[config.mk]
export PLATFORM = sky130hd
export DESIGN_NAME = i2c_addr_front
export DESIGN_NICKNAME = d
export VERILOG_FILES = /design/src/rtl/i2c_afe_pkg.sv /design/src/rtl/i2c_afe_filt.sv /design/src/rtl/i2c_afe_cond.sv /design/src/rtl/i2c_afe_match.sv /design/src/rtl/i2c_addr_front.sv
export SDC_FILE = /design/constraint.sdc
export NUM_CORES = 1
export LEC_CHECK = 0
export ABC_AREA = 1
export CORE_ASPECT_RATIO = 0.75
export CORE_MARGIN = 2
export CORE_UTILIZATION = 23
export CTS_BUF_LIST = sky130_fd_sc_hd__clkbuf_4 sky130_fd_sc_hd__clkbuf_8
export DETAILED_ROUTE_END_ITERATION = 6
export PLACE_DENSITY = 0.43
export SYNTH_ARGS = -nofsm -noshare
export SYNTH_HDL_FRONTEND = slang
export SYNTH_SLANG_ARGS = --single-unit
[constraint.sdc]
create_clock -name clk -period 3.5 [get_ports clk]
set_input_delay 0.7 -clock clk [delete_from_list [all_inputs] [get_ports clk]]
set_output_delay 0.7 -clock clk [all_outputs]
set_load 0.05 [all_outputs]
[src/rtl/i2c_afe_pkg.sv]
package i2c_afe_pkg;
    localparam logic [2:0] MODE_I2C_SLAVE = 3'b110;
    localparam int         DEB_SHORT      = 2;
    localparam int         DEB_LONG       = 4;
    localparam int         BYTE_BITS      = 8;

    typedef enum logic [2:0] {
        ST_IDLE,
        ST_ADDR,
        ST_ACK_WAIT,
        ST_ACK,
        ST_SEL,
        ST_IGNORE
    } addr_st_e;
endpackage

[src/rtl/i2c_afe_filt.sv]
module i2c_afe_filt #(
    parameter int SYNC_STAGES = 2,
    parameter int MAX_LEN     = 4,
    localparam int CNT_W      = $clog2(MAX_LEN + 1)
) (
    input  logic             clk,
    input  logic             rst_n,
    input  logic             raw_i,
    input  logic [CNT_W-1:0] len_i,
    output logic             filt_o
);
    typedef struct packed {
        logic [SYNC_STAGES-1:0] sync;
        logic                   filt;
        logic [CNT_W-1:0]       cnt;
    } filt_t;

    filt_t st_d, st_q;
    logic  sample;

    assign sample = st_q.sync[SYNC_STAGES-1];

    always_comb begin
        st_d      = st_q;
        st_d.sync = {st_q.sync[SYNC_STAGES-2:0], raw_i};
        if (len_i == '0) begin
            st_d.filt = sample;
            st_d.cnt  = '0;
        end else if (sample != st_q.filt) begin
            if ((st_q.cnt + CNT_W'(1)) >= len_i) begin
                st_d.filt = sample;
                st_d.cnt  = '0;
            end else begin
                st_d.cnt = st_q.cnt + CNT_W'(1);
            end
        end else begin
            st_d.cnt = '0;
        end
    end

    always_ff @(posedge clk or negedge rst_n) begin
        if (!rst_n) begin
            st_q.sync <= '1;
            st_q.filt <= 1'b1;
            st_q.cnt  <= '0;
        end else begin
            st_q <= st_d;
        end
    end

    assign filt_o = st_q.filt;
endmodule

[src/rtl/i2c_afe_cond.sv]
module i2c_afe_cond (
    input  logic clk,
    input  logic rst_n,
    input  logic en_i,
    input  logic scl_i,
    input  logic sda_i,
    output logic start_o,
    output logic stop_o,
    output logic scl_rise_o,
    output logic scl_fall_o
);
    typedef struct packed {
        logic scl;
        logic sda;
    } line_t;

    line_t prev_d, prev_q;

    always_comb begin
        prev_d.scl = scl_i;
        prev_d.sda = sda_i;
    end

    always_ff @(posedge clk or negedge rst_n) begin
        if (!rst_n) begin
            prev_q <= '1;
        end else begin
            prev_q <= prev_d;
        end
    end

    assign start_o    = en_i & prev_q.scl & scl_i & prev_q.sda & ~sda_i;
    assign stop_o     = en_i & prev_q.scl & scl_i & ~prev_q.sda & sda_i;
    assign scl_rise_o = en_i & ~prev_q.scl & scl_i;
    assign scl_fall_o = en_i & prev_q.scl & ~scl_i;
endmodule

[src/rtl/i2c_afe_match.sv]
module i2c_afe_match
    import i2c_afe_pkg::*;
(
    input  logic       clk,
    input  logic       rst_n,
    input  logic       en_i,
    input  logic       start_i,
    input  logic       stop_i,
    input  logic       rise_i,
    input  logic       fall_i,
    input  logic       sda_i,
    input  logic [6:0] addr_i,
    output logic       sel_o,
    output logic       rw_o,
    output logic       oe_o
);
    localparam int BIT_W = $clog2(BYTE_BITS + 1);

    typedef struct packed {
        addr_st_e             st;
        logic [BYTE_BITS-1:0] shift;
        logic [BIT_W-1:0]     bits;
        logic                 sel;
        logic                 rw;
        logic                 oe;
    } match_t;

    match_t m_d, m_q;
    logic [BYTE_BITS-1:0] shift_nxt;

    assign shift_nxt = {m_q.shift[BYTE_BITS-2:0], sda_i};

    always_comb begin
        m_d = m_q;
        if (!en_i) begin
            m_d.st  = ST_IDLE;
            m_d.sel = 1'b0;
            m_d.oe  = 1'b0;
        end else if (start_i) begin
            m_d.st    = ST_ADDR;
            m_d.bits  = '0;
            m_d.shift = '0;
            m_d.sel   = 1'b0;
            m_d.oe    = 1'b0;
        end else if (stop_i) begin
            m_d.st  = ST_IDLE;
            m_d.sel = 1'b0;
            m_d.oe  = 1'b0;
        end else begin
            unique case (m_q.st)
                ST_ADDR: begin
                    if (rise_i) begin
                        m_d.shift = shift_nxt;
                        m_d.bits  = m_q.bits + BIT_W'(1);
                        if (m_q.bits == BIT_W'(BYTE_BITS - 1)) begin
                            if (shift_nxt[BYTE_BITS-1:1] == addr_i) begin
                                m_d.st  = ST_ACK_WAIT;
                                m_d.sel = 1'b1;
                                m_d.rw  = shift_nxt[0];
                            end else begin
                                m_d.st = ST_IGNORE;
                            end
                        end
                    end
                end
                ST_ACK_WAIT: begin
                    if (fall_i) begin
                        m_d.oe = 1'b1;
                        m_d.st = ST_ACK;
                    end
                end
                ST_ACK: begin
                    if (fall_i) begin
                        m_d.oe = 1'b0;
                        m_d.st = ST_SEL;
                    end
                end
                default: ;
            endcase
        end
    end

    always_ff @(posedge clk or negedge rst_n) begin
        if (!rst_n) begin
            m_q.st    <= ST_IDLE;
            m_q.shift <= '0;
            m_q.bits  <= '0;
            m_q.sel   <= 1'b0;
            m_q.rw    <= 1'b0;
            m_q.oe    <= 1'b0;
        end else begin
            m_q <= m_d;
        end
    end

    assign sel_o = m_q.sel;
    assign rw_o  = m_q.rw;
    assign oe_o  = m_q.oe;
endmodule

[src/rtl/i2c_addr_front.sv]
module i2c_addr_front
    import i2c_afe_pkg::*;
#(
    parameter int SYNC_STAGES = 2
) (
    input  logic       clk,
    input  logic       rst_n,
    input  logic [2:0] mode_i,
    input  logic       reg_wr_i,
    input  logic       reg_sel_i,
    input  logic [7:0] reg_wdata_i,
    output logic [7:0] reg_rdata_o,
    input  logic       scl_i,
    input  logic       sda_i,
    output logic       sda_oe_o,
    output logic       start_o,
    output logic       stop_o,
    output logic       sel_o,
    output logic       rw_o
);
    localparam int CNT_W = $clog2(DEB_LONG + 1);

    typedef struct packed {
        logic [7:0] addr;
        logic [1:0] deb;
    } regs_t;

    regs_t regs_d, regs_q;
    logic              en;
    logic [CNT_W-1:0]  len;
    logic [1:0]        raw_lines;
    logic [1:0]        filt_lines;
    logic              rise, fall;

    always_comb begin
        regs_d = regs_q;
        if (reg_wr_i) begin
            if (reg_sel_i) regs_d.deb  = reg_wdata_i[1:0];
            else           regs_d.addr = reg_wdata_i;
        end
    end

    always_ff @(posedge clk or negedge rst_n) begin
        if (!rst_n) regs_q <= '0;
        else        regs_q <= regs_d;
    end

    assign reg_rdata_o = reg_sel_i ? {6'b0, regs_q.deb} : regs_q.addr;

    assign en = (mode_i == MODE_I2C_SLAVE);

    always_comb begin
        if (!en || regs_q.deb == 2'b00) len = '0;
        else if (regs_q.deb == 2'b01)   len = CNT_W'(DEB_SHORT);
        else                            len = CNT_W'(DEB_LONG);
    end

    assign raw_lines = {scl_i, sda_i};

    for (genvar g = 0; g < 2; g++) begin : g_line
        i2c_afe_filt #(
            .SYNC_STAGES(SYNC_STAGES),
            .MAX_LEN    (DEB_LONG)
        ) u_filt (
            .clk   (clk),
            .rst_n (rst_n),
            .raw_i (raw_lines[g]),
            .len_i (len),
            .filt_o(filt_lines[g])
        );
    end

    i2c_afe_cond u_cond (
        .clk       (clk),
        .rst_n     (rst_n),
        .en_i      (en),
        .scl_i     (filt_lines[1]),
        .sda_i     (filt_lines[0]),
        .start_o   (start_o),
        .stop_o    (stop_o),
        .scl_rise_o(rise),
        .scl_fall_o(fall)
    );

    i2c_afe_match u_match (
        .clk    (clk),
        .rst_n  (rst_n),
        .en_i   (en),
        .start_i(start_o),
        .stop_i (stop_o),
        .rise_i (rise),
        .fall_i (fall),
        .sda_i  (filt_lines[0]),
        .addr_i (regs_q.addr[7:1]),
        .sel_o  (sel_o),
        .rw_o   (rw_o),
        .oe_o   (sda_oe_o)
    );
endmodule

# After elaboration in Yosys (flattened, before gate mapping)
# Cells that the tools add are included.
word_totals:
  register_bits: 41
  input_bits: 17
  output_inout_bits: 13
  elab_cells: 110
classes:
  n_addsub: 3
  n_lt_le_gt_ge: 2
  n_eq_ne: 20
  muxes: 34
  n_bitwise: 16
  reduce_logical: 19
ops:
  columns: ["operator", "n"]
  rows:
  - ["two-way mux 3 bit", 12]
  - ["two-way mux 17 bit", 1]
  - ["two-way mux 16 bit", 1]
  - ["inequality test 5 bit, second input constant", 3]
  - ["two-way mux 14 bit", 1]
  - ["two-way mux 12 bit", 1]
  - ["inequality test 4 x 3 -> 1 bit, second input constant", 3]
  - ["nonzero test 2 bit", 6]
  - ["two-way mux 1 bit", 11]
  - ["bitwise AND 1 bit", 9]
  - ["one-hot mux 3 bit (3 select lines)", 1]
  - ["two-way mux 4 bit", 2]
  - ["two-way mux 8 bit", 1]
  - ["AND reduction 2 bit", 4]
  - ["AND reduction 4 bit", 2]
  - ["equality test 7 bit", 1]
  - ["NOT 1 bit", 7]
  - ["AND reduction 7 bit", 1]
  - ["adder 3 x 1 -> 3 bit, second input constant", 2]
  - ["equality test 3 x 2 -> 1 bit, second input constant", 2]
  - [">= comparator 3 bit", 2]
  - ["inequality test 6 x 3 -> 1 bit, second input constant", 1]
  - ["inequality test 5 x 3 -> 1 bit, second input constant", 1]
  - ["inequality test 5 x 4 -> 1 bit, second input constant", 1]
  - ["16 further kinds", 18]

# Logic depth before layout (Yosys ltp)
# Gate-level depths: netlist of run 1.
logic_depth:
  word_depth: 8
  ltp_mapped: 11
  ltp_nobuf: 11

# By module
# A second synthesis of run 1 with hierarchy kept.
hier_totals:
  hier_cells: 287
  area_unflattened_um2: 2329.7
by_module_without_submodules:
  columns: ["module", "instances", "cells_per_inst", "area_each_um2", "seq_area_each_um2"]
  rows:
  - ["i2c_afe_match", 1, 137, 1072.3, 425.4]
  - ["i2c_afe_filt", 2, 33, 321.6, 153.9]
  - ["i2c_addr_front", 1, 71, 519.2, 250.2]
  - ["i2c_afe_cond", 1, 13, 95.1, 52.6]

# Worst setup path after synthesis of run 1
# Ideal clock, no wire load.
synth_path:
  path_type: "input-to-output"
  start: "input port reg_sel_i"
  end: "output port reg_rdata_o[1]"
  t_arrival_ns: 2.002
  required_ns: 2.800
  path_slack_ns: 0.798
  stages: 2
  path_buffers: 1
  cell_sequence: "clkbuf_1 -> o21ai_0"
synth_between:
  elab_chain_cells: 1
synth_rtl:
  columns: ["item", "line", "source"]
  rows:
  - ["from (decl)", "i2c_addr_front.sv:10", "input logic reg_sel_i,"]
  - ["two-way mux 8 bit", "i2c_addr_front.sv:48", "assign reg_rdata_o = reg_sel_i ? {6'b0, regs_q.deb} : regs_q.addr;"]
  - ["to (decl)", "i2c_addr_front.sv:12", "output logic [7:0] reg_rdata_o,"]
# Every way passes these cells.

# Worst setup path in the final report of run 1
# Same ends and word-level chain as after synthesis.

==> results of run 1 <==
## layout make-up
type	instances	share of cell area (%)
Inverter	37	5.533
Clock buffer	6	3.041
Sequential cell	41	41.28
Timing Repair Buffer	29	11.17
Clock inverter	2	0.3988
Tap cell	108	5.384
Multi-Input combinational cell	152	33.20
## stage by stage
stage / hold WS (ns) / total power, uW / cells / cell area [um^2]
floorplan: 0.3452 / 660.6 / 233 / 2027
global placement: 0.3477 / 730.9 / 367 / 2424
detailed placement: 0.3494 / 731.8 / 367 / 2424
CTS: 0.3597 / 1048 / 375 / 2510
global route: 0.3623 / 1091 / 375 / 2510
finish: 0.3572 / 1027 / 375 / 2510
## cells by family after synthesis
| logic type | after synthesis |
|---|---|
| buffers and inverters | 40 |
| AND/OR/NAND/NOR | 102 |
| XOR/XNOR | 6 |
| adder cells (fa/ha/maj) | 5 |
| AO/OA/AOI/OAI | 39 |
| flip-flops | 41 |
## layout by cell type, fill, tap and decap left out, types with 3 or more instances in the layout
| cell | n |
|---|---|
| sky130_fd_sc_hd__a21oi_1 | 12 |
| sky130_fd_sc_hd__clkbuf_8 | 5 |
| sky130_fd_sc_hd__clkdlybuf4s50_1 | 26 |
| sky130_fd_sc_hd__dfrtp_1 | 33 |
| sky130_fd_sc_hd__dfstp_2 | 8 |
| sky130_fd_sc_hd__ha_1 | 5 |
| sky130_fd_sc_hd__inv_1 | 30 |
| sky130_fd_sc_hd__inv_2 | 7 |
| sky130_fd_sc_hd__nand2_1 | 51 |
| sky130_fd_sc_hd__nand2_2 | 4 |
| sky130_fd_sc_hd__nand3_1 | 8 |
| sky130_fd_sc_hd__nand3_2 | 3 |
| sky130_fd_sc_hd__nor2_1 | 21 |
| sky130_fd_sc_hd__nor2_4 | 3 |
| sky130_fd_sc_hd__nor3_1 | 7 |
| sky130_fd_sc_hd__o21ai_0 | 6 |
| sky130_fd_sc_hd__o21ai_1 | 6 |
| sky130_fd_sc_hd__o21ai_2 | 5 |
| sky130_fd_sc_hd__o22ai_1 | 6 |
| sky130_fd_sc_hd__xnor2_1 | 5 |
## sequential cells by signal (all words and copies together) (netlist names)
name	flops
u_match.rw_o	1
u_match.sel_o	1
u_match.oe_o	1
g_line.u_filt.st_d	2
regs_q	10
g_line.u_filt.filt_o	2
g_line.u_filt.sample	2
u_match.m_q	14
g_line.u_filt.st_q	6
u_cond.prev_q	2
## worst min-delay path by stage
stage / slack [ns] / cells after the start / end
6_report: 0.36 / 0 / g_line[0].u_filt.sample
5_1_grt: 0.36 / 0 / g_line[0].u_filt.sample
4_1_cts: 0.36 / 0 / g_line[0].u_filt.sample
3_5_place_dp: 0.35 / 0 / g_line[1].u_filt.sample
3_3_place_gp: 0.35 / 0 / g_line[0].u_filt.sample
2_1_floorplan: 0.35 / 0 / g_line[0].u_filt.sample
## critical path, stage by stage
cell                              delay [ns]
sky130_fd_sc_hd__clkdlybuf4s50_1        0.73
sky130_fd_sc_hd__nand2_1                0.10
sky130_fd_sc_hd__o21ai_0                0.08
sky130_fd_sc_hd__clkdlybuf4s50_1        0.82
## power by group through the flow
| stage | clock network [uW] | registers [uW] | logic (uW) |
|---|---|---|---|
| 2_1_floorplan | 0 | 540 | 121 |
| 3_3_place_gp | 0 | 545 | 186 |
| 3_5_place_dp | 0 | 544 | 188 |
| 4_1_cts | 323 | 536 | 189 |
| 5_1_grt | 344 | 540 | 206 |
| 6_report | 306 | 535 | 186 |
## layer usage
layer | vias up | share of wire [%]
met1 | 686 | 53
met5 | - | 0
met3 | 5 | 3.8
met4 | 0 | 0.99
li1 | 804 | -
met2 | 26 | 42
==> results summary, run 1 <==
Using the TritonRoute via totals, the vias-per-cell ratio works out to 4.056. The number of resized instances in the post-cts repair step came out at 0. STA puts the critical path data required time at 2.80 ns.

The least setup slack across all paths after layout is 0.3728 ns. The post-route clock period utilization is 89.35%. The tightest slew margin relative to the limit came out at 39.30%. The clock slew seen by the registers of the worst setup and hold paths came out at 0.08 ns. The cell sitting at the root of the clock tree is a sky130_fd_sc_hd__clkbuf_8. The average wire per standard cell is 11.01 um. The most used flip-flop cell after synthesis is sky130_fd_sc_hd__dfrtp_1. After the last flow step, the layout net total stands at 288. After global routing, the most crowded layer is met2. The H-tree was split into 2 levels.

STA classifies the critical path startpoint as an input pin. Of the total power, combinational logic draws 18.1%. The width of the die is 112.4 um. The number of hold buffers added after cts came out at 0. The layout cell share with drive strength beyond 1 is 17.23%. STA classifies the critical path endpoint as an output port. By area the synthesized netlist is led by sky130_fd_sc_hd__dfrtp_1 41%, sky130_fd_sc_hd__dfstp_2 10%, sky130_fd_sc_hd__nand2_1 9.4%. The met2 capacity usage during global routing came out at 13.75%. The largest fanout on the critical path is 11.

The total count of max-transition violations in the final report was 0. The region available for standard cell placement spans 8527 um^2. The synthesized netlist devotes 3.086% of its cell area to adder and majority cells. The initial DRC count is 32. Summed over all layers, the global routing overflow is 0. The synthesized design devotes to its leading area cell type 40.74% of total area. The number of buffers added on ports is 29.

The pin count of the biggest net entering global routing is 42. The cell count after synthesis came out at 233. The number of enable flip-flop cells after synthesis came out at 0. The cell with the most instances after synthesis is sky130_fd_sc_hd__nand2_1.

The flow ran to the end, and the final reports show no timing, DRC or antenna violations. The met1 layer usage reported by global route came out at 12.77%. The setup check on the worst reg-to-reg path leaves a slack of 1.83 ns.

The tree built by TritonCTS fans out to 41 sinks. The beginning of the worst register-to-register path is g_line[0].u_filt.st_q[0]. Subtracting the final worst setup slack from the clock period gives 3.127 ns. The average instance in the mapped netlist occupies 8.699 um^2. The number of rows created at floorplan is 29. The global router's overall resource usage is 9.185%. In this run the worst hold path is classified as flop to flop. The internal power consumption is 726.3 uW. The number of flip-flops and latches in the synthesized netlist came out at 41. The total die area is 9588 um^2. The transition at the pin with the smallest max-transition slack is 0.9106 ns. The area fraction in compound gates after synthesis came out at 11.79%. The simple-gate share of the synthesized area is 23.64%. Summing all flip-flop and latch instances after layout gives 1036 um^2. Sequential cells burn 52.1% of the power. The relative area change from synthesis to final layout came out at 23.83%. The final routed DRC violation total came out at 0. The wire length of the first global-routing pass came out at 6.941 mm. For this design the static power due to leakage is 0.001194 uW. In this run the worst setup path terminates at reg_rdata_o[1].

The setup path with the least slack is of type input pin to output port. The synthesized netlist contains 27 unique library cells. The HPWL after detailed placement came out at 3.121 mm.

Timing analysis after detailed placement gives a worst setup slack of 0.3681 ns. The final estimated routing congestion in global placement is 0.7590. The routed via count is 1521. Counting cells, the worst reg-to-reg path comes to 7.

After synthesis, the largest family of logic cells by area is simple AND/OR/NAND/NOR gates. After synthesis, the most frequently instantiated cells are 51 x sky130_fd_sc_hd__nand2_1, 33 x sky130_fd_sc_hd__dfrtp_1, 30 x sky130_fd_sc_hd__inv_1. The largest buffer count on any clock path is 2.

The number of max-cap violations is 0. The die boundary height is 85.30 um. In this run, the clock network consumes 29.8% of the power.

The area used by multi-input combinational logic is 833.3 um^2. The number of fill cells in the layout came out at 889. The initial core utilization came out at 23.77%.

The count of nets left with antenna violations once routing finished came out at 0. The number of detailed-route iterations in the first pass came out at 4. The routed wire length came out at 4.130 mm. The utilization after layout came out at 29.44%.

The final clock skew is 0.005698 ns. For the worst-skew pair, the clock arrives at the later sink with an insertion delay of 0.29 ns. The count of yosys warnings during synthesis came out at 0.

The repair_antennas step left the layout with diodes totalling 0. The post-synthesis net count is 255. The signal arrival time at the worst endpoint came out at 2.43 ns. The net switching power of the design came out at 300.6 uW.

The largest total area in the synthesized netlist belongs to sky130_fd_sc_hd__dfrtp_1. The post-synthesis instance area came out at 2027 um^2. The final hold violation count is 0. The fraction of synthesis flops using an asynchronous set or reset pin came out at 100.0%. After synthesis, flip-flops and latches occupy 51.11% of the total area. After Yosys synthesis, XOR and XNOR cells account for 2.593% of the synthesized area. Clock tree synthesis inserted a total of 5 buffers. The initial antenna violation count came to 0. The power density over cell area is 409.2 nW/um^2. The timing startpoint of the critical path is reg_sel_i. The final count of negative-setup-slack endpoints is 0.

Adding up every negative setup slack in the final design gives 0 ns. 30 I/O pins were placed. The post-CTS setup-driven buffer insertion count is 0.

Multiplexer cells account for 0% of the synthesized area. The number of global-route vias before repair is 1492. Setup repair after global routing left no endpoint under its margin. Static timing analysis puts the maximum clock frequency at 319.8 MHz.

Net switching is 29.27% of the power. VDD sags by at most 0.1458 mV. The worst hold path begins at g_line[0].u_filt.st_d[5].

Global routing used 2.714% of the available met3 tracks. The worst register-to-register path ends at g_line[0].u_filt.st_q[1]. TritonCTS built the clock tree.
Note: power is estimated with default switching activity, not from simulation.
==> run 2, diff against run 1 <==
--- a/config.mk
+++ b/config.mk
@@ -6,12 +6,13 @@
 export NUM_CORES = 1
 export LEC_CHECK = 0
 export ABC_AREA = 1
-export CORE_ASPECT_RATIO = 0.75
 export CORE_MARGIN = 2
 export CORE_UTILIZATION = 23
 export CTS_BUF_LIST = sky130_fd_sc_hd__clkbuf_4 sky130_fd_sc_hd__clkbuf_8
 export DETAILED_ROUTE_END_ITERATION = 6
 export PLACE_DENSITY = 0.43
+export REMOVE_ABC_BUFFERS = 1
+export SKIP_LAST_GASP = 1
 export SYNTH_ARGS = -nofsm -noshare
 export SYNTH_HDL_FRONTEND = slang
 export SYNTH_SLANG_ARGS = --single-unit
==> run 2 against run 1 <==
Against the previous run:
- first-iteration DRC count grew 78%
- via count up 1.5%
- clock power grew 26%
- flip-flop and latch count unchanged
- cell count stayed put
- setup slack improved by 0.026 ns
- count of clock-buffer cells in the layout stayed put
==> results summary, run 2 (synthesis gave the netlist of run 1 again) <==
The number of detailed-route iterations in the first pass is 4 (unchanged). The width of the die is 97.88 um (was 112.4 um). The number of ports placed on the die boundary is 30 (unchanged). The number of rows created at floorplan was 34 (was 29). The total die area is 9580 um^2 (was 9588 um^2). The kind of start point of the critical path is an input pin (unchanged). The met2 wire length is 1.847 mm (was 1.747 mm). The count of H-tree levels built during CTS was 2 (unchanged). The register ranked first by flip-flop count is u_match.m_q (unchanged).

The number of sinks on the clock net came out at 41 (unchanged). The wire length of the first global-routing pass was 7.127 mm (was 6.941 mm). The layout cell share with drive strength beyond 1 came out at 17.60% (was 17.23%). The routed wire length is 4.103 mm (was 4.130 mm).

The largest fanout on the critical path is 11 (unchanged). The worst hold path endpoint is g_line[0].u_filt.sample (unchanged). The post-route cell area is 2532 um^2 (was 2510 um^2). The clock root buffer is sky130_fd_sc_hd__clkbuf_8 (unchanged). The top achievable clock speed is 322.5 MHz (was 319.8 MHz). The number of flip-flops under the largest register name is 14 (unchanged). The worst supply voltage drop on vdd is 0.1575 mV (was 0.1458 mV).

The CTS tree is built (unchanged). The total leakage power is 0.001205 uW (was 0.001194 uW). The slowest cell on the critical path was sky130_fd_sc_hd__clkdlybuf4s50_1 (unchanged). The worst hold path stage count came out at 0 (unchanged). The final routed DRC violation total is 0 (unchanged).

The routed via count was 1544 (was 1521). The initial DRC count came to 57 (was 32). The power density over cell area came out at 435.6 nW/um^2 (was 409.2 nW/um^2). The required arrival time at the worst endpoint came out at 2.80 ns (about the same). The net total in the final layout is 288 (unchanged). The worst setup slack before clock tree synthesis came to 0.3801 ns (was 0.3681 ns). The total CTS buffers came out at 5 (unchanged).

The number of global-route vias before repair was 1587 (was 1492). The reg-to-reg critical path endpoint was g_line[0].u_filt.st_q[1] (unchanged). The type of the worst min-delay path is flop to flop (unchanged). The setup total negative slack is 0 ns (unchanged). The average wire per standard cell was 10.94 um (was 11.01 um). The number of resized instances in the post-cts repair step is 0 (unchanged).

The worst-case reg-to-reg path depth came out at 7 (unchanged). The total global routing overflow is 0 (unchanged). The post-route clock period utilization is 88.60% (was 89.35%). The final antenna diode count is 0 (unchanged). The core outline area is 8636 um^2 (was 8527 um^2). The die boundary height came out at 97.88 um (was 85.30 um). The initial core utilization is 23.47% (was 23.77%). Critical path cell sequence: clkdlybuf4s50_1 -> nand2_1 -> nand2_1 -> clkdlybuf4s50_1 (was clkdlybuf4s50_1 -> nand2_1 -> o21ai_0 -> clkdlybuf4s50_1).

The total count of max-transition violations in the final report was 0 (unchanged). The worst-skew pair later-pin latency came to 0.30 ns (was 0.29 ns). The relative area change from synthesis to final layout came out at 24.94% (was 23.83%). The largest buffer count on any clock path came to 2 (unchanged). The mean number of vias per cell is 4.117 (was 4.056). The post-CTS setup-driven buffer insertion count is 0 (unchanged). The routed wire length on met3 is 123 um (was 156 um). The met1 wire length came to 2.050 mm (was 2.185 mm). The clock slew seen by the registers of the worst setup and hold paths came out at 0.08 ns (about the same). The least setup slack across all paths after layout came out at 0.3991 ns (was 0.3728 ns). RSZ-0062 raised after global routing: false (unchanged). The classification of the worst setup path is input pin to output port (unchanged).

The final count of negative-setup-slack endpoints came out at 0 (unchanged). The remaining antenna violation count after routing is 0 (unchanged). The source of the worst hold timing path is g_line[0].u_filt.st_d[5] (unchanged). The final estimated routing congestion in global placement is 0.7230 (was 0.7590). The HPWL after detailed placement was 3.014 mm (was 3.121 mm).

The pin count of the biggest net entering global routing is 42 (unchanged). The global router's overall resource usage came to 9.197% (was 9.185%). Most frequent cells in the layout: 51 x sky130_fd_sc_hd__nand2_1, 33 x sky130_fd_sc_hd__dfrtp_1, 30 x sky130_fd_sc_hd__inv_1 (unchanged).

The transition at the pin with the smallest max-transition slack is 0.9339 ns (was 0.9106 ns). The number of max-cap violations was 0 (unchanged). The number of fill cells in the layout came out at 932 (was 889). The type of element capturing the critical path is an output port (unchanged). The top routing layer in use was met4 (unchanged). The placed instance area was 2421 um^2 (was 2424 um^2). The final hold violation count came out at 0 (unchanged). The total power is 1103 uW (was 1027 uW).

The signal arrival time at the worst endpoint came out at 2.40 ns (was 2.43 ns). The number of buffers added on ports came out at 29 (unchanged). The reg2reg setup slack came out at 1.83 ns (about the same). The final clock skew was 0.01419 ns (was 0.005698 ns). Biggest registers after layout: u_match.m_q: 14 flops, regs_q: 10 flops, g_line.u_filt.st_q: 6 flops (unchanged).

The number of hold buffers added after cts is 0 (unchanged). The stage delay of the slowest cell on the critical path came to 0.80 ns (was 0.82 ns). The tightest slew margin relative to the limit came out at 37.74% (was 39.30%). The initial antenna violation count came out at 0 (unchanged). Status: finished clean (unchanged). The beginning of the worst register-to-register path was g_line[0].u_filt.st_q[0] (unchanged). The commonest non-fill, non-tap cell in the layout is sky130_fd_sc_hd__nand2_1 (unchanged). The final critical path time including I/O delays and setup came out at 3.101 ns (was 3.127 ns).
[run 2: cell count changes in the layout (fill, tap and decap cells not counted), sizes merged]
cell           delta
bufinv            +1
clkinv            -1
buf               +1
clkdlybuf4s50     -1
[run 2: critical path, delay by kind of cell]
kind	cells	cell delay [ns]
AND/OR/NAND/NOR	2	0.19
buffers and inverters	2	1.52
[run 2: metal layers]
metal	track usage (%)	vias up
li1	-	806
met1	11.70	708
met2	14.86	23
met3	1.933	7
met4	4.487	0
met5	0	-
[run 2: how the worst max path moves through the flow]
stage          startpoint             end  slack [ns]  cells after the start
2_1_floorplan   reg_sel_i  reg_rdata_o[1]        1.00                      1
3_3_place_gp    reg_sel_i  reg_rdata_o[0]        0.40                      4
3_5_place_dp    reg_sel_i  reg_rdata_o[0]        0.38                      4
4_1_cts         reg_sel_i  reg_rdata_o[0]        0.37                      4
5_1_grt         reg_sel_i  reg_rdata_o[0]        0.29                      4
6_report        reg_sel_i  reg_rdata_o[0]        0.40                      4
[run 2: cell type report]
class / instances / area [um^2] / share of cell area (%)
Clock buffer: 6 / 76.32 / 3.014
Clock inverter: 2 / 35.03 / 1.383
Inverter: 37 / 138.9 / 5.484
Multi-Input combinational cell: 152 / 833.3 / 32.91
Sequential cell: 41 / 1036 / 40.91
Tap cell: 108 / 135.1 / 5.336
Timing Repair Buffer: 29 / 277.8 / 10.97
[run 2: metrics by stage]
stage	hold slack (ns)	std cells	utilization, %
floorplan	0.3452	230	-
global placement	0.3461	367	28.04
detailed placement	0.3494	367	28.04
CTS	0.3615	375	29.32
global route	0.3638	375	29.32
finish	0.3595	375	29.32
[run 2: power breakdown]
group          switching, uW  internal (uW)
sequential              23.0            512
combinational            116           67.5
clock                    165            220
==> run 3, diff against run 2 <==
--- a/config.mk
+++ b/config.mk
@@ -10,7 +10,7 @@
 export CORE_UTILIZATION = 23
 export CTS_BUF_LIST = sky130_fd_sc_hd__clkbuf_4 sky130_fd_sc_hd__clkbuf_8
 export DETAILED_ROUTE_END_ITERATION = 6
-export PLACE_DENSITY = 0.43
+export PLACE_DENSITY = 0.5
 export REMOVE_ABC_BUFFERS = 1
 export SKIP_LAST_GASP = 1
 export SYNTH_ARGS = -nofsm -noshare
==> run 3 against run 2 <==
Against the previous run:
- combinational power hardly changed
- routed wire length is 3.5% lower
- cell count stayed put
- sequential share of layout area is 0.14 points lower
- global-route usage is 0.26 points lower
- setup slack worse by 0.0076 ns
- first-iteration DRC count is 26% higher
- critical endpoint unchanged
==> results summary, run 3 (synthesis gave the netlist of run 1 again) <==
The classification of the worst setup path is input pin to output port (unchanged). The worst supply voltage drop on vdd came out at 0.2143 mV (was 0.1575 mV). The final clock skew came out at 0.007993 ns (was 0.01419 ns).

The relative area change from synthesis to final layout came out at 25.37% (was 24.94%). The initial DRC count was 72 (was 57). The core outline area is 8636 um^2 (unchanged). The count of H-tree levels built during CTS is 2 (unchanged). The total global routing overflow is 0 (unchanged). Biggest registers after layout: u_match.m_q: 14 flops, regs_q: 10 flops, g_line.u_filt.st_q: 6 flops (unchanged). The worst hold path stage count came to 0 (unchanged). The final count of negative-setup-slack endpoints was 0 (unchanged). The number of sinks on the clock net came out at 41 (unchanged). The stage delay of the slowest cell on the critical path is 0.80 ns (about the same). The total leakage power came to 0.001209 uW (was 0.001205 uW). The reg2reg setup slack is 1.85 ns (was 1.83 ns). The layout cell share with drive strength beyond 1 came out at 17.60% (unchanged). The worst setup slack before clock tree synthesis came to 0.3906 ns (was 0.3801 ns). The number of detailed-route iterations in the first pass is 4 (unchanged). The die boundary height was 97.88 um (unchanged). The commonest non-fill, non-tap cell in the layout was sky130_fd_sc_hd__nand2_1 (unchanged).

The width of the die is 97.88 um (unchanged). The initial core utilization is 23.47% (unchanged). The final routed DRC violation total is 0 (unchanged). The number of fill cells in the layout came out at 911 (was 932). The mean number of vias per cell is 4.131 (was 4.117).

The largest fanout on the critical path came out at 11 (unchanged). The total count of max-transition violations in the final report came out at 0 (unchanged). The register ranked first by flip-flop count was u_match.m_q (unchanged). The number of max-cap violations came out at 0 (unchanged). RSZ-0062 raised after global routing: false (unchanged). The largest delay contributor family on the critical path is buffers and inverters (unchanged).

Critical path cell sequence: clkdlybuf4s50_1 -> nand2_1 -> nand2_1 -> clkdlybuf4s50_1 (unchanged). The final estimated routing congestion in global placement came out at 0.7266 (was 0.7230). The power density over cell area was 441.5 nW/um^2 (was 435.6 nW/um^2). The worst-case reg-to-reg path depth is 7 (unchanged). The placed instance area is 2421 um^2 (unchanged). The net total in the final layout came out at 288 (unchanged). The routed via count came to 1549 (was 1544).

The beginning of the worst register-to-register path is g_line[1].u_filt.st_q[0] (was g_line[0].u_filt.st_q[0]). The clock slew seen by the registers of the worst setup and hold paths is 0.08 ns (about the same). The global router's overall resource usage came out at 8.942% (was 9.197%). The kind of start point of the critical path is an input pin (unchanged). The type of element capturing the critical path was an output port (unchanged). The number of global-route vias before repair is 1483 (was 1587).

The final critical path time including I/O delays and setup is 3.108 ns (was 3.101 ns). The clock root buffer is sky130_fd_sc_hd__clkbuf_8 (unchanged). The worst hold path endpoint is g_line[1].u_filt.sample (was g_line[0].u_filt.sample).

The number of ports placed on the die boundary is 30 (unchanged). The transition at the pin with the smallest max-transition slack came to 0.9192 ns (was 0.9339 ns). The number of hold buffers added after cts came out at 0 (unchanged). The remaining antenna violation count after routing came out at 0 (unchanged). The total CTS buffers is 5 (unchanged). The slowest cell on the critical path was sky130_fd_sc_hd__clkdlybuf4s50_1 (unchanged). Status: finished clean (unchanged).

The routed wire length is 3.958 mm (was 4.103 mm). The signal arrival time at the worst endpoint is 2.41 ns (was 2.40 ns). The number of buffer and inverter instances along the worst setup path came out at 2 (unchanged). The number of buffers added on ports is 29 (unchanged). The number of flip-flops under the largest register name came out at 14 (unchanged). The source of the worst hold timing path was g_line[1].u_filt.st_d[5] (was g_line[0].u_filt.st_d[5]). The type of the worst min-delay path is flop to flop (unchanged). The post-route cell area came out at 2541 um^2 (was 2532 um^2). The least setup slack across all paths after layout came out at 0.3915 ns (was 0.3991 ns). Most frequent cells in the layout: 51 x sky130_fd_sc_hd__nand2_1, 33 x sky130_fd_sc_hd__dfrtp_1, 30 x sky130_fd_sc_hd__inv_1 (unchanged).

The post-route clock period utilization is 88.81% (was 88.60%). The tightest slew margin relative to the limit came out at 38.72% (was 37.74%). The post-CTS setup-driven buffer insertion count was 0 (unchanged). The setup total negative slack came to 0 ns (unchanged). The total power was 1122 uW (was 1103 uW). The top achievable clock speed came out at 321.7 MHz (was 322.5 MHz).

The number of rows created at floorplan came out at 34 (unchanged). The reg-to-reg critical path endpoint is g_line[1].u_filt.st_q[1] (was g_line[0].u_filt.st_q[1]). The required arrival time at the worst endpoint is 2.80 ns (about the same). The worst-skew pair later-pin latency is 0.29 ns (was 0.30 ns). The pin count of the biggest net entering global routing came out at 42 (unchanged). The final antenna diode count is 0 (unchanged). The average wire per standard cell is 10.55 um (was 10.94 um).

The total die area is 9580 um^2 (unchanged). The number of resized instances in the post-cts repair step is 0 (unchanged). The wire length of the first global-routing pass was 6.975 mm (was 7.127 mm). The CTS tree was built (unchanged).

The initial antenna violation count is 0 (unchanged). The largest buffer count on any clock path is 2 (unchanged). The HPWL after detailed placement is 2.968 mm (was 3.014 mm). The final hold violation count came out at 0 (unchanged).
-- run 3: cell types whose count changed in the layout (fill, tap and decap cells not counted), sizes merged --
| cell | change |
|---|---|
| clkbuf | +1 |
| clkinv | -1 |
-- run 3: power breakdown --
part	internal, uW	switching (uW)
Clock	240	163
Sequential	512	22.9
Combinational	67.6	116
Total	820	302
-- run 3: routing by layer --
layer / up-vias / global-route usage (%) / wire (um)
li1: 806 / - / -
met1: 711 / 12.33 / 1974
met5: - / 0 / 0
met4: 0 / 2.885 / 57
met2: 26 / 13.70 / 1788
met3: 6 / 2.362 / 138
-- run 3: area by class of cell --
cell class                 count  area [um^2]  area share [%]
clock buffer                   7        90.09           3.545
clock inverter                 1        30.03           1.182
inverter                      37        138.9           5.465
multi-input combinational    152        833.3           32.79
sequential                    41         1036           40.77
tap                          108        135.1           5.318
timing repair buffer          29        277.8           10.93
-- run 3: worst max-delay path by stage --
stage,start,endpoint,slack (ns),cells past startpoint
2_1_floorplan,reg_sel_i,reg_rdata_o[1],1.00,1
3_3_place_gp,reg_sel_i,reg_rdata_o[0],0.40,4
3_5_place_dp,reg_sel_i,reg_rdata_o[0],0.39,4
4_1_cts,reg_sel_i,reg_rdata_o[0],0.38,4
5_1_grt,reg_sel_i,reg_rdata_o[0],0.33,4
6_report,reg_sel_i,reg_rdata_o[0],0.39,4
-- run 3: metrics by stage --
stage	instances	utilization, %	hold slack [ns]
6_report	375	29.43	0.3598
5_1_grt	375	29.43	0.3671
4_1_cts	375	29.43	0.3625
3_5_place_dp	367	28.04	0.3503
3_3_place_gp	367	28.04	0.3474
2_1_floorplan	230	-	0.3452
